$ cat config.mk
export PLATFORM = sky130hd
export DESIGN_NAME = trace_stage_buf
export DESIGN_NICKNAME = d
export VERILOG_FILES = /design/src/rtl/tsb_pkg.sv /design/src/rtl/tsb_ctrl.sv /design/src/rtl/tsb_datapath.sv /design/src/rtl/trace_stage_buf.sv
export SDC_FILE = /design/constraint.sdc
export NUM_CORES = 1
export LEC_CHECK = 0
export BUFFER_PORTS_ARGS = -buffer_cell sky130_fd_sc_hd__buf_4
export CAP_MARGIN = 10
export CORE_MARGIN = 1.5
export CORE_UTILIZATION = 60
export CTS_CLUSTER_DIAMETER = 40
export DETAILED_ROUTE_END_ITERATION = 8
export PLACE_DENSITY_LB_ADDON = 0.08
export SKIP_CTS_REPAIR_TIMING = 1
export SYNTH_ARGS = -nofsm -noshare
export SYNTH_HDL_FRONTEND = slang
export SYNTH_SLANG_ARGS = --single-unit
$ cat constraint.sdc
create_clock -name clk -period 11.7 [get_ports clk]
set_input_delay 1.755 -clock clk [delete_from_list [all_inputs] [get_ports clk]]
set_output_delay 1.755 -clock clk [all_outputs]
set_load 0.05 [all_outputs]
$ cat src/rtl/tsb_pkg.sv
package tsb_pkg;
  typedef enum logic [2:0] {
    ST_IDLE,
    ST_DIRECT,
    ST_STAGE,
    ST_SKIP,
    ST_DRAIN
  } tsb_state_e;

  typedef struct packed {
    logic wrEn;
    logic passEn;
    logic passLast;
    logic rdEn;
    logic rdLast;
  } tsb_strb_t;
endpackage

$ cat src/rtl/tsb_ctrl.sv
module tsb_ctrl
  import tsb_pkg::*;
#(
  parameter int DEPTH     = 64,
  parameter int MAX_CHUNK = 16,
  localparam int CNT_W  = $clog2(DEPTH + 1),
  localparam int ADDR_W = $clog2(DEPTH),
  localparam int LEN_W  = $clog2(MAX_CHUNK + 1)
) (
  input  logic              clk,
  input  logic              rstN,
  input  logic              chunkStart,
  input  logic [LEN_W-1:0]  chunkLen,
  input  logic              pktAccept,
  input  logic              drainReq,
  input  logic              stallClr,
  output tsb_strb_t         strb,
  output logic [ADDR_W-1:0] wrAddr,
  output logic [ADDR_W-1:0] rdAddr,
  output logic              chunkBusy,
  output logic              pktOffer,
  output logic              stall
);
  tsb_state_e       state;
  logic [LEN_W-1:0] idx, lenR;
  logic [CNT_W-1:0] held, baseR, rdIdx;
  logic             drainPend, stallR;

  logic             idle, lenOk, startOk, fits, inChunk, byteAct, ovf, serve;
  logic [CNT_W:0]   sum;
  tsb_state_e       startMode, curMode;
  logic [LEN_W-1:0] curIdx, curLen;
  logic [CNT_W-1:0] curBase, wrFull;

  always_comb begin
    idle      = (state == ST_IDLE);
    lenOk     = (chunkLen != '0) && (chunkLen <= LEN_W'(MAX_CHUNK));
    startOk   = idle && !drainPend && chunkStart && lenOk;
    sum       = {1'b0, held} + (CNT_W+1)'(chunkLen);
    fits      = (sum <= (CNT_W+1)'(DEPTH));
    startMode = pktAccept ? ST_DIRECT : (fits ? ST_STAGE : ST_SKIP);
    inChunk   = (state == ST_DIRECT) || (state == ST_STAGE) || (state == ST_SKIP);
    curMode   = startOk ? startMode : state;
    curIdx    = startOk ? '0 : idx;
    curLen    = startOk ? chunkLen : lenR;
    curBase   = startOk ? held : baseR;
    byteAct   = startOk || inChunk;
    ovf       = startOk && (startMode == ST_SKIP);
    serve     = idle && drainPend && !startOk;
    wrFull    = curBase + CNT_W'(curIdx);

    strb.passEn   = byteAct && (curMode == ST_DIRECT);
    strb.wrEn     = byteAct && (curMode == ST_STAGE);
    strb.passLast = (curIdx == curLen - LEN_W'(1));
    strb.rdEn     = (state == ST_DRAIN);
    strb.rdLast   = (rdIdx == held - CNT_W'(1));
    wrAddr        = ADDR_W'(wrFull);
    rdAddr        = ADDR_W'(rdIdx);
  end

  assign pktOffer  = startOk;
  assign chunkBusy = (state == ST_DRAIN) || drainPend;
  assign stall     = stallR;

  always_ff @(posedge clk) begin
    if (!rstN) begin
      state     <= ST_IDLE;
      idx       <= '0;
      lenR      <= '0;
      held      <= '0;
      baseR     <= '0;
      rdIdx     <= '0;
      drainPend <= 1'b0;
      stallR    <= 1'b0;
    end else begin
      if (startOk) begin
        lenR  <= chunkLen;
        baseR <= held;
        idx   <= LEN_W'(1);
        if (chunkLen != LEN_W'(1)) state <= startMode;
        if (startMode == ST_STAGE) held <= sum[CNT_W-1:0];
        else if (startMode == ST_SKIP) held <= '0;
      end else if (inChunk) begin
        idx <= idx + LEN_W'(1);
        if (idx == lenR - LEN_W'(1)) state <= ST_IDLE;
      end else if (state == ST_DRAIN) begin
        rdIdx <= rdIdx + CNT_W'(1);
        if (strb.rdLast) begin
          held  <= '0;
          state <= ST_IDLE;
        end
      end else if (serve && (held != '0)) begin
        state <= ST_DRAIN;
        rdIdx <= '0;
      end

      if (drainReq) drainPend <= 1'b1;
      else if (serve) drainPend <= 1'b0;

      if (ovf) stallR <= 1'b1;
      else if (stallClr) stallR <= 1'b0;
    end
  end


  held_cap_chk: assert property (@(posedge clk) disable iff (!rstN)
    held <= CNT_W'(DEPTH));


  ovf_clear_chk: assert property (@(posedge clk) disable iff (!rstN)
    $rose(stallR) |-> (held == '0));


  stall_sticky_chk: assert property (@(posedge clk) disable iff (!rstN)
    (stallR && !stallClr) |=> stallR);


  drain_empty_chk: assert property (@(posedge clk) disable iff (!rstN)
    ((state == ST_DRAIN) && strb.rdLast) |=> (held == '0));
endmodule

$ cat src/rtl/tsb_datapath.sv
module tsb_datapath
  import tsb_pkg::*;
#(
  parameter int DEPTH  = 64,
  parameter int BYTE_W = 8,
  localparam int ADDR_W = $clog2(DEPTH)
) (
  input  logic              clk,
  input  logic              rstN,
  input  tsb_strb_t         strb,
  input  logic [ADDR_W-1:0] wrAddr,
  input  logic [ADDR_W-1:0] rdAddr,
  input  logic [BYTE_W-1:0] chunkByte,
  output logic              pktValid,
  output logic [BYTE_W-1:0] pktByte,
  output logic              pktLast
);
  logic [BYTE_W-1:0] store [DEPTH];

  always_ff @(posedge clk) begin
    if (strb.wrEn) store[wrAddr] <= chunkByte;
  end

  always_ff @(posedge clk) begin
    if (!rstN) begin
      pktValid <= 1'b0;
      pktByte  <= '0;
      pktLast  <= 1'b0;
    end else begin
      pktValid <= strb.passEn || strb.rdEn;
      pktByte  <= strb.passEn ? chunkByte : store[rdAddr];
      pktLast  <= strb.passEn ? strb.passLast : (strb.rdEn && strb.rdLast);
    end
  end


  pass_through_chk: assert property (@(posedge clk) disable iff (!rstN)
    strb.passEn |=> (pktValid && (pktByte == $past(chunkByte))));


  one_source_chk: assert property (@(posedge clk) disable iff (!rstN)
    !(strb.passEn && strb.rdEn));
endmodule

$ cat src/rtl/trace_stage_buf.sv
module trace_stage_buf
  import tsb_pkg::*;
#(
  parameter int DEPTH     = 64,
  parameter int MAX_CHUNK = 16,
  parameter int BYTE_W    = 8,
  localparam int ADDR_W = $clog2(DEPTH),
  localparam int LEN_W  = $clog2(MAX_CHUNK + 1)
) (
  input  logic              clk,
  input  logic              rstN,
  input  logic              chunkStart,
  input  logic [LEN_W-1:0]  chunkLen,
  input  logic [BYTE_W-1:0] chunkByte,
  output logic              chunkBusy,
  output logic              pktOffer,
  output logic [LEN_W-1:0]  pktOfferLen,
  input  logic              pktAccept,
  output logic              pktValid,
  output logic [BYTE_W-1:0] pktByte,
  output logic              pktLast,
  input  logic              drainReq,
  input  logic              stallClr,
  output logic              stall
);
  tsb_strb_t         strb;
  logic [ADDR_W-1:0] wrAddr, rdAddr;

  assign pktOfferLen = chunkLen;

  tsb_ctrl #(.DEPTH(DEPTH), .MAX_CHUNK(MAX_CHUNK)) i_ctrl (
    .clk(clk), .rstN(rstN), .chunkStart(chunkStart), .chunkLen(chunkLen),
    .pktAccept(pktAccept), .drainReq(drainReq), .stallClr(stallClr),
    .strb(strb), .wrAddr(wrAddr), .rdAddr(rdAddr),
    .chunkBusy(chunkBusy), .pktOffer(pktOffer), .stall(stall)
  );

  tsb_datapath #(.DEPTH(DEPTH), .BYTE_W(BYTE_W)) i_dp (
    .clk(clk), .rstN(rstN), .strb(strb), .wrAddr(wrAddr), .rdAddr(rdAddr),
    .chunkByte(chunkByte), .pktValid(pktValid), .pktByte(pktByte),
    .pktLast(pktLast)
  );
endmodule

==> results of run 1 <==
cells in the mapped netlist, drive strengths merged, types with 3 or more instances:
cell      n
a211oi    5
a21o      4
a21oi    27
a22oi    21
a32oi    12
and2     10
and2b     3
and3      5
buf      37
clkbuf   32
dfxtp    51
edfxtp  512
ha       15
inv      13
mux2i    34
mux4    144
nand2    51
nand2b   15
nand3    21
nand3b    3
nand4    13
nor2     56
nor2b     7
nor3     44
nor4     13
o21a      4
o21ai    20
o31ai     3
or2       5
or3       4
xnor2    22
xor2     16
worst max-delay path, stage by stage:
cell                       delay [ps]
sky130_fd_sc_hd__buf_4            140
sky130_fd_sc_hd__nor4_4           470
sky130_fd_sc_hd__xnor2_1          260
sky130_fd_sc_hd__nand2_2          370
sky130_fd_sc_hd__nand2_1          170
sky130_fd_sc_hd__o21ai_0          120
sky130_fd_sc_hd__ha_1             270
sky130_fd_sc_hd__fa_1             580
sky130_fd_sc_hd__maj3_1           390
sky130_fd_sc_hd__a311oi_2         540
sky130_fd_sc_hd__xnor2_1          280
sky130_fd_sc_hd__nand4_1          400
sky130_fd_sc_hd__nor3_1          1130
path summary, 6_finish.rpt:
| check | from | end | cells past startpoint |
|---|---|---|---|
| max | chunkLen[1] | i_dp.store[17][4] | 13 |
| min | i_ctrl.baseR[3] | i_ctrl.baseR[3] | 2 |
| min reg2reg | i_ctrl.baseR[3] | i_ctrl.baseR[3] | 2 |
| max reg2reg | i_ctrl.state[2] | i_dp.store[17][4] | 12 |
logic make-up (layout without fill, tap and decap cells):
group,after synthesis,in the layout,share of synthesized area (%)
buffers and inverters,82,188,1.538
adders and majority gates,18,18,1.029
and+or+nand+nor,256,256,5.751
muxes,178,178,15.51
AOI/OAI and AO/OA,117,117,3.623
xor gates and xnor gates,38,38,1.587
DFF,563,563,70.96
layer usage:
| layer | share of wire, % | global-route usage, % | vias up |
|---|---|---|---|
| met5 | 0 | 0 | - |
| met4 | 2.5 | 8.782 | 0 |
| met3 | 7.6 | 4.473 | 90 |
| met2 | 48 | 42.30 | 544 |
| met1 | 42 | 40.82 | 6225 |
| li1 | - | - | 5226 |
stage by stage:
step | utilization [%] | area, um2 | setup WS (ps)
final | 69.32 | 26170 | 5005
after global routing | 69.32 | 26170 | 4698
after CTS | 69.19 | 26120 | 5038
after detailed placement | 63.21 | 23870 | 4446
after global placement | 63.21 | 23870 | 4525
after floorplan | - | 23100 | 5330
power groups by stage:
stage                     sequential, uW  clock, uW  combinational (uW)
after floorplan                     2260          0                 112
after global placement              2250          0                 201
after detailed placement            2250          0                 202
after CTS                           2210       2110                 203
after global routing                2210       2190                 216
final                               2210       2080                 202
sequential cells by signal, summed over array words and instances (netlist names), named ones only:
name and cells:
i_ctrl.held 7, i_ctrl.baseR 6, i_dp.pktValid 1, i_ctrl.drainPend 1
i_ctrl.stall 1, i_ctrl.rdIdx 7, i_dp.pktByte 8, i_ctrl.state 3
i_dp.store 512, i_ctrl.lenR 5, i_ctrl.idx 5, i_dp.pktLast 1
final cells by class:
cell class / instances / share of cell area, %
repair buffers: 54 / 1.578
inverters: 13 / 0.1865
clock inverters: 43 / 1.621
multi-input cells: 607 / 24.49
well taps: 511 / 2.443
clock buffers: 78 / 7.004
flip-flops and latches: 563 / 62.68
==> results summary, run 1 <==
The overall die area came out at 39,690 um2. The total number of vias came out at 12,090. The slack of the worst reg-to-reg path came out at 6010 ps.

The arrival time reported for the critical path endpoint came out at 6870 ps. By startpoint and endpoint, the worst setup path is classified as in -> reg. The netlist area before placement is 23,100 um2. The depth of the CTS H-tree is 3. The library cell used most frequently in the layout, excluding fill and tap cells, is sky130_fd_sc_hd__edfxtp_1. The deepest clock path buffer count is 3. The floorplan step set the die width to 199.2 um.

The cell sitting at the root of the clock tree is a sky130_fd_sc_hd__clkbuf_16. For this run, the top clock speed supported by timing is 149.4 MHz. By area the synthesized netlist is led by sky130_fd_sc_hd__edfxtp_1 67%, sky130_fd_sc_hd__mux4_2 14%, sky130_fd_sc_hd__dfxtp_1 4.4%. The per-cell routed wire length is 27.57 um. The I/O pin count is 37.

The total count of hold-check failures in the final report came out at 0. For this run, the leading register cell type out of synthesis is sky130_fd_sc_hd__edfxtp_1. The part of the cycle the worst path needs came out at 57.22%. The transition time of the tightest slew-check pin is 1257 ps. The top cell types in the final layout, fill and taps aside, are 512 x sky130_fd_sc_hd__edfxtp_1, 144 x sky130_fd_sc_hd__mux4_2, 71 x sky130_fd_sc_hd__clkbuf_16. IR analysis of the VDD net gives a maximum drop of 0.0001714 V. TritonCTS built the clock tree.

The first routing iteration left 1,198 violations. The share of post-route cells with drive strength above 1 is 24.74%. The starting density of the core is 61.20%.

Counting the buffers created by CTS gives 68. After clock tree synthesis, the clock-pin slew on the worst setup and hold paths is 50 ps. The worst setup path is captured at a flop.

The worst relative slew slack came out at 15.57%. The part of the power in registers came out at 49.2%. The first global-routing pass estimated 78.03 mm of wire. The count of distinct cell types in the synthesized netlist is 72.

Summed over all instances, the cell type with the most area after synthesis is sky130_fd_sc_hd__edfxtp_1. The post-detailed-routing wire length is 51.52 mm. The placed wire-length estimate came out at 31.21 mm. The design draws 4499 uW. The register bit count reported by yosys is 563. The mean area per synthesized cell is 18.45 um2. The cell count after synthesis is 1,252.

The post-detailed-route DRC marker count is 0. CTS saw 563 sinks. The first-pass detailed-route iteration total is 5.

The static leakage is 0.008119 uW. For this run, the number of standard cells in the final layout without fillers is 1,869. The per-cell via count in the routed design is 6.466. Across the run, the number of max-cap violations was 0. The combined area of the multi-input logic cells came out at 6409 um2. After the last flow step, the layout net total stands at 1,343. Cell internal power was estimated by the tool at 3536 uW. After filler insertion, the fill cell instance count of the layout stands at 2,473. Setup repair after global routing left no endpoint under its margin.

The insertion delay of the later-clocked pin in the worst-skew pair is 580 ps. Entering global routing, the biggest net connects 103 pins. The required time reported for the critical path endpoint is 11,880 ps. The final clock skew came out at 19.53 ps. The standard-cell row count is 71. The net switching component of the power is 963.1 uW. The sequential cells in the finished layout cover a total of 16,400 um2. The final weighted congestion of routability-driven global placement is 0.8292.

Relative to the synthesized area, the layout overhead comes to 13.27%. The run finished with clean final reports. The total routing resource utilization after global routing is 27.45%. The number of antenna violations at the first check in global routing came out at 0. The type of the most critical hold path is reg -> reg. The portion of synthesized cell area occupied by the leading cell type came out at 66.54%. The fraction of registers with async set/reset is 0%. The max-slew violation total from the final report is 0. The antenna diode count is 0. The number of global-route vias before repair was 12,110. The die outline height came out at 199.2 um. Port buffering added 36 buffers. The shortest clock period the worst path allows after layout came out at 6695 ps.

The largest fanout of any net on the critical path is 26. The clock network accounts for 46.3% of the total power. The post-route antenna net violation count is 0.

The power per standard cell area is 171.9 nW/um2. After synthesis, flip-flops and latches occupy 70.96% of the total area. The count of warnings emitted by yosys is 0.

The total area inside the core boundary comes to 37,760 um2. The total instance count after detailed placement is 1,741. The count of flip-flops with a built-in enable after synthesis came out at 512. The sum of negative setup slack came out at 0 ps.

The worst hold slack after final layout came out at 505.9 ps. Setup violations remaining at the end of the flow were counted as 0. The portion of total power attributed to combinational logic came out at 4.5%. The worst setup path is launched from an input pin. The net switching fraction of the power is 21.41%.

Counting every net in the synthesized netlist gives 1,288. The residual overflow from global routing is 0.
Power figures use the tool's default switching activity.
==> run 2: changes to the inputs <==
==> constraint.sdc (replaced) <==
create_clock -name clk -period 6.4 [get_ports clk]
set_input_delay 0.96 -clock clk [delete_from_list [all_inputs] [get_ports clk]]
set_output_delay 0.96 -clock clk [all_outputs]
set_load 0.05 [all_outputs]
==> results summary, run 2 (synthesis results as in run 1) <==
Run status: finished clean (unchanged). The startpoint of the lowest-slack hold path is i_ctrl.baseR[3] (unchanged). Largest registers: i_dp.store x512, i_dp.pktByte x8 (unchanged).

The power per standard cell area is 303.4 nW/um2 (was 171.9 nW/um2). Based on the critical path, the design can be clocked at up to 197.6 MHz. The largest fanout of any net on the critical path is 12 (was 26). The origin of the critical flop-to-flop path is i_ctrl.state[2] (unchanged). The number of port buffers came out at 36 (unchanged). The residual overflow from global routing came to 0 (unchanged). The sum of negative setup slack is 0 ps (unchanged). The total routing resource utilization after global routing came to 26.76% (was 27.45%). Unrepaired setup endpoints after global routing: false (unchanged). The critical path start-end classification is in -> reg (unchanged).

The fill cell total of the finished layout is 2,425 (was 2,473). The I/O pin count came out at 37 (unchanged). The transition time of the tightest slew-check pin was 1066 ps (was 1257 ps).

The antenna diode count was 0 (unchanged). The arrival time reported for the critical path endpoint is 5260 ps (was 6870 ps). The max-cap check violation count was 0 (unchanged). The number of sinks on the clock net is 563 (unchanged). Cells along the critical path: buf_4 > nor4_4 > xnor2_1 > nand2_2 > nand2_1 > o21ai_0 > ha_1 > fa_1 > maj3_1 > a311oi_2 > xnor2_2 > nand3_1 > nor2_1 (was buf_4 > nor4_4 > xnor2_1 > nand2_2 > nand2_1 > o21ai_0 > ha_1 > fa_1 > maj3_1 > a311oi_2 > xnor2_1 > nand4_1 > nor3_1). The setup-violating endpoint count in the final report came out at 0 (unchanged). The part of the cycle the worst path needs came out at 79.07%. The insertion delay of the later-clocked pin in the worst-skew pair came out at 570 ps (was 580 ps).

The max-slew violation total from the final report came to 0 (unchanged). The total instance count after detailed placement is 1,798 (was 1,741). Commonest non-fill, non-tap cells in the layout: 512 x sky130_fd_sc_hd__edfxtp_1, 144 x sky130_fd_sc_hd__mux4_2, 103 x sky130_fd_sc_hd__buf_4 (was 512 x sky130_fd_sc_hd__edfxtp_1, 144 x sky130_fd_sc_hd__mux4_2, 71 x sky130_fd_sc_hd__clkbuf_16). The area of the placeable core is 37,760 um2 (unchanged).

The maximum ir drop on the vdd rail is 0.0002738 V (was 0.0001714 V). The first-pass GRT wire length is 76.31 mm (was 78.03 mm). The flip-flop count of the largest register, all copies and words added came to 512 (unchanged). The post-detailed-route DRC marker count is 0 (unchanged). The number of global-route vias before repair is 12,200 (was 12,110).

The post-route cell area is 26,420 um2 (was 26,170 um2). The number of buffers created by CTS came out at 67 (was 68). The first-pass detailed-route iteration total was 5 (unchanged). The overall die area was 39,690 um2 (unchanged).

The number of nets in the layout came to 1,392 (was 1,343). The clock root buffer is sky130_fd_sc_hd__clkbuf_16 (unchanged). The total number of vias is 12,150 (was 12,090). The pin count of the biggest net entering global routing came out at 66 (was 103). The post-CTS clock slew at the launch and capture registers of the worst setup and hold paths came out at 60 ps (was 50 ps).

The post-detailed-routing wire length is 50.45 mm (was 51.52 mm). The total power draw came out at 8016 uW (was 4499 uW). The static leakage came out at 0.008327 uW (was 0.008119 uW). The number of antenna violations at the first check in global routing is 0 (unchanged). The per-cell routed wire length is 26.29 um (was 27.57 um).

The share of post-route cells with drive strength above 1 is 26.99% (was 24.74%). The count of routing violations after the opening detailed-route iteration came out at 1,081 (was 1,198). The post-route antenna net violation count is 0 (unchanged). The count of placed standard cells in the final layout, fillers left out is 1,919 (was 1,869). The critical path launch point type was an input pin (unchanged).

The register with the highest flop count is i_dp.store (unchanged). The depth of the CTS H-tree was 3 (unchanged). The worst relative slew slack came to 28.66% (was 15.57%).

The CTS tree was yes (unchanged). The placed wire-length estimate came out at 31.06 mm (was 31.21 mm). The deepest clock path buffer count is 3 (unchanged). The final weighted congestion of routability-driven global placement is 0.8585 (was 0.8292). The starting density of the core came out at 61.20% (unchanged).

The kind of cell adding the most delay to the critical path is simple AND/OR/NAND/NOR gates (unchanged). The instance area after placement is 24,290 um2 (was 23,870 um2). The source of the critical timing path is chunkLen[1] (unchanged).

The end-of-flow core utilization is 69.98% (was 69.32%). The floorplan die width is 199.2 um (unchanged). The die outline height is 199.2 um (unchanged). The per-cell via count in the routed design was 6.330 (was 6.466). The total count of hold-check failures in the final report was 0 (unchanged). The kind of capture point of the worst setup path was a flop (unchanged). The final clock skew came out at 23.95 ps (was 19.53 ps).

The commonest non-fill, non-tap cell in the layout is sky130_fd_sc_hd__edfxtp_1 (unchanged). The number of buffers and inverters on the critical path came to 1 (unchanged). The standard-cell row count came out at 71 (unchanged). The worst path needs 5060 ps of the cycle, external delays included. The type of the most critical hold path is reg -> reg (unchanged). The required time reported for the critical path endpoint came out at 6600 ps (was 11,880 ps). The largest stage delay on the critical path was 690 ps (was 1130 ps). The slowest stage cell on the critical path is sky130_fd_sc_hd__nor2_1 (was sky130_fd_sc_hd__nor3_1).

The growth of design area from synthesis to finish came to 14.35% (was 13.27%).
-- run 2: through the flow --
| stage | hold WS (ps) | worst slack (ps) |
|---|---|---|
| after floorplan | 444.3 | 825.2 |
| after global placement | 466.4 | 845.4 |
| after detailed placement | 477.2 | 799.9 |
| final | 488.7 | 1340 |
| after CTS | 491.4 | 1386 |
| after global routing | 506.2 | 1043 |
-- run 2: cell type report --
| type | instances | area [um2] | area share [%] |
|---|---|---|---|
| sequential | 563 | 16400 | 62.09 |
| multi-input combinational | 607 | 6409 | 24.26 |
| clock buffer | 80 | 1778 | 6.730 |
| timing repair buffer | 104 | 793.3 | 3.002 |
| tap | 511 | 639.4 | 2.420 |
| clock inverter | 41 | 347.8 | 1.317 |
| inverter | 13 | 48.80 | 0.1847 |
-- run 2: routing by layer --
metal | GRT usage, % | vias up | routed length (um)
met5 | 0 | - | 0
met4 | 7.379 | 0 | 1082
met2 | 42.61 | 421 | 24510
li1 | - | 5310 | -
met1 | 38.43 | 6329 | 21490
met3 | 5.097 | 88 | 3362
-- run 2: path summary, 6_finish.rpt --
| kind | endpoint | slack (ps) | cells after the start |
|---|---|---|---|
| max | i_dp.store[42][7] | 1340 | 13 |
| min | i_ctrl.baseR[3] | 490 | 2 |
| max reg2reg | i_dp.store[42][7] | 1600 | 12 |
| min reg2reg | i_ctrl.baseR[3] | 490 | 2 |
-- run 2: power by group --
group	total, uW	internal (uW)	switching, uW
logic	360	126	234
clock network	3610	2130	1480
registers	4050	4020	22.6
-- run 2: tightest hold or removal path, stage by stage (launching register included) --
cell and delay (ps):
sky130_fd_sc_hd__dfxtp_1 300, sky130_fd_sc_hd__nand2_1 70, sky130_fd_sc_hd__a21oi_1 70
==> run 3: changes to the inputs <==
==> constraint.sdc (replaced) <==
create_clock -name clk -period 4.7 [get_ports clk]
set_input_delay 0.705 -clock clk [delete_from_list [all_inputs] [get_ports clk]]
set_output_delay 0.705 -clock clk [all_outputs]
set_load 0.05 [all_outputs]
==> results summary, run 3 (synthesis results as in run 1) <==
The standard-cell row count is 71 (unchanged). The growth of design area from synthesis to finish came out at 17.25% (was 14.35%). The overall die area is 39,690 um2 (unchanged). The total routing resource utilization after global routing is 27.46% (was 26.76%). The total count of hold-check failures in the final report came out at 0 (unchanged). The fill cell total of the finished layout was 2,298 (was 2,425). The startpoint of the lowest-slack hold path is drainReq (was i_ctrl.baseR[3]).

The worst hold endpoint is i_ctrl.drainPend (was i_ctrl.baseR[3]). The part of the power in registers came out at 49.5% (was 50.5%). The arrival time reported for the critical path endpoint is 4790 ps (was 5260 ps). The post-route antenna net violation count is 0 (unchanged). The number of buffers created by CTS is 69 (was 67). The power per standard cell area is 410.7 nW/um2 (was 303.4 nW/um2). The depth of the CTS H-tree is 3 (unchanged). The number of stages on the worst hold path came out at 2 (unchanged). The total instance count after detailed placement came out at 1,828 (was 1,798). The portion of total power attributed to combinational logic was 4.7% (was 4.5%). The slack of the worst reg-to-reg path is 260 ps (was 1600 ps).

The post-detailed-routing wire length came out at 51.89 mm (was 50.45 mm). The clock root buffer is sky130_fd_sc_hd__clkbuf_16 (unchanged). The kind of capture point of the worst setup path is a flop (unchanged).

The critical path launch point type is a flop (was input pin). The starting density of the core is 61.20% (unchanged). The combined flip-flop and latch cell area is 16,400 um2 (unchanged). Unrepaired setup endpoints after global routing: false (unchanged).

The number of antenna violations at the first check in global routing came to 0 (unchanged). The net switching component of the power is 2452 uW (was 1734 uW). Largest registers: i_dp.store x512, i_dp.pktByte x8 (unchanged). The max-slew violation total from the final report is 0 (unchanged).

The die outline height came out at 199.2 um (unchanged). The CTS tree is yes (unchanged). The instance area after placement is 24,860 um2 (was 24,290 um2).

The maximum ir drop on the vdd rail came to 0.0003324 V (was 0.0002738 V). The worst relative slew slack came out at 25.44% (was 28.66%). The number of port buffers is 36 (unchanged). The total number of vias came out at 12,400 (was 12,150). The post-route cell area came to 27,090 um2 (was 26,420 um2). The first-pass detailed-route iteration total is 7 (was 5).

The register with the highest flop count is i_dp.store (unchanged). The largest fanout of any net on the critical path was 13 (was 12). The share of post-route cells with drive strength above 1 came out at 31.88% (was 26.99%).

The insertion delay of the later-clocked pin in the worst-skew pair came out at 600 ps (was 570 ps). The static leakage came out at 0.008589 uW (was 0.008327 uW). The deepest clock path buffer count came out at 3 (unchanged). The post-detailed-route DRC marker count came out at 0 (unchanged).

The max-cap check violation count was 0 (unchanged). The end-of-flow core utilization is 71.75% (was 69.98%). The I/O pin count came out at 37 (unchanged). The number of nets in the layout was 1,424 (was 1,392).

The cell-internal power came out at 8675 uW (was 6281 uW). The per-cell via count in the routed design was 6.347 (was 6.330). The part of the cycle the worst path needs is 94.52%.

The count of placed standard cells in the final layout, fillers left out came out at 1,954 (was 1,919). The net switching fraction of the power came to 22.04% (was 21.64%). The floorplan die width came out at 199.2 um (unchanged). The transition time of the tightest slew-check pin came out at 1118 ps (was 1066 ps). The sum of negative setup slack is 0 ps (unchanged). The count of routing violations after the opening detailed-route iteration is 1,254 (was 1,081). The number of sinks on the clock net came out at 563 (unchanged). The clock group share of total power came to 45.8% (was 45.0%). The type of the most critical hold path is in -> reg (was reg -> reg). The area of the placeable core is 37,760 um2 (unchanged).

The post-CTS clock slew at the launch and capture registers of the worst setup and hold paths was 60 ps (about the same). The per-cell routed wire length is 26.55 um (was 26.29 um). Run status: finished clean (unchanged).

The capture instance of the worst register-to-register path is i_dp.store[61][1] (was i_dp.store[42][7]). The final weighted congestion of routability-driven global placement came out at 0.8684 (was 0.8585). Commonest non-fill, non-tap cells in the layout: 512 x sky130_fd_sc_hd__edfxtp_1, 144 x sky130_fd_sc_hd__mux4_2, 132 x sky130_fd_sc_hd__buf_4 (was 512 x sky130_fd_sc_hd__edfxtp_1, 144 x sky130_fd_sc_hd__mux4_2, 103 x sky130_fd_sc_hd__buf_4).

The flip-flop count of the largest register, all copies and words added is 512 (unchanged). The antenna diode count came to 0 (unchanged). The pin count of the biggest net entering global routing is 66 (unchanged). The setup-violating endpoint count in the final report is 0 (unchanged). The origin of the critical flop-to-flop path is i_ctrl.state[2] (unchanged).

The first-pass GRT wire length is 78.25 mm (was 76.31 mm). The commonest non-fill, non-tap cell in the layout is sky130_fd_sc_hd__edfxtp_1 (unchanged). The maximum clock frequency is 225.1 MHz. The placed wire-length estimate was 31.69 mm (was 31.06 mm). The residual overflow from global routing came out at 0 (unchanged). The combined area of the multi-input logic cells is 6739 um2 (was 6409 um2).

The count of cells along the worst register-to-register path was 14 (was 12). The number of global-route vias before repair is 12,540 (was 12,200). The required time reported for the critical path endpoint came out at 5040 ps (was 6600 ps).

The critical path start-end classification was reg -> reg (was in -> reg). The final clock skew came out at 28.71 ps (was 23.95 ps). The shortest clock period the worst path allows after layout came out at 4442 ps.
==> run 3: cell count changes in the layout (fill, tap and decap cells not counted), moves of 5 or more <==
cell                       delta
sky130_fd_sc_hd__buf_4       +29
sky130_fd_sc_hd__clkinv_4     -5
sky130_fd_sc_hd__nor3_1      -34
sky130_fd_sc_hd__nor3_2      +30
sky130_fd_sc_hd__nor4_2       -5
sky130_fd_sc_hd__nor4_4       +8
==> run 3: critical path, cell delays in order, from the launching register on <==
cell                       delay, ps
sky130_fd_sc_hd__dfxtp_1         460
sky130_fd_sc_hd__nor3_2          300
sky130_fd_sc_hd__and2b_1         220
sky130_fd_sc_hd__nand2_2         100
sky130_fd_sc_hd__buf_4           200
sky130_fd_sc_hd__o21ai_0         360
sky130_fd_sc_hd__ha_1            310
sky130_fd_sc_hd__a21o_1          180
sky130_fd_sc_hd__o21ai_0         140
sky130_fd_sc_hd__a22oi_1         140
sky130_fd_sc_hd__or3_4           430
sky130_fd_sc_hd__o211ai_2         90
sky130_fd_sc_hd__or2_0           870
sky130_fd_sc_hd__nor2_1          160
sky130_fd_sc_hd__buf_4           240
==> run 3: worst max-delay path by stage <==
| stage | startpoint | endpoint | slack, ps | cells after the start |
|---|---|---|---|---|
| 2_1_floorplan | chunkLen[0] | i_dp.store[13][0] | -70 | 13 |
| 3_3_place_gp | chunkLen[0] | i_dp.store[4][1] | 50 | 13 |
| 3_5_place_dp | chunkLen[0] | i_dp.store[61][0] | -30 | 15 |
| 4_1_cts | i_ctrl.state[2] | i_dp.store[61][3] | 410 | 14 |
| 5_1_grt | i_ctrl.state[2] | i_dp.store[61][3] | 30 | 14 |
| 6_report | i_ctrl.state[2] | i_dp.store[61][1] | 260 | 14 |
==> run 3: cell type report <==
cell class              count  area share, %
inverters                  13         0.1801
clock buffers              86          6.955
flip-flops and latches    563          60.55
well taps                 511          2.360
repair buffers            134          3.806
multi-input cells         607          24.88
clock inverters            40          1.270
==> run 3: power by group through the flow <==
stage | registers, uW | clock network [uW] | logic (uW)
final | 5510 | 5090 | 528
after global placement | 5610 | 0 | 520
after CTS | 5510 | 5150 | 530
after floorplan | 5630 | 0 | 295
after global routing | 5510 | 5360 | 563
after detailed placement | 5610 | 0 | 527
==> run 3: metal layers <==
metal / wire length [um] / vias up / GRT usage, %
met5: 0 / - / 0
met4: 1429 / 0 / 9.484
met3: 3376 / 94 / 4.624
met2: 25520 / 491 / 44.32
met1: 21550 / 6421 / 38.47
li1: - / 5397 / -
==> run 3: through the flow <==
step | total power (uW) | hold slack, ps | setup slack [ps]
2_1_floorplan | 5922 | 444.3 | -67.47
3_3_place_gp | 6131 | 451.4 | 47.02
3_5_place_dp | 6138 | 467.1 | -31.20
4_1_cts | 11190 | 319.5 | 408.7
5_1_grt | 11430 | 328.4 | 25.16
6_report | 11130 | 335.6 | 257.6
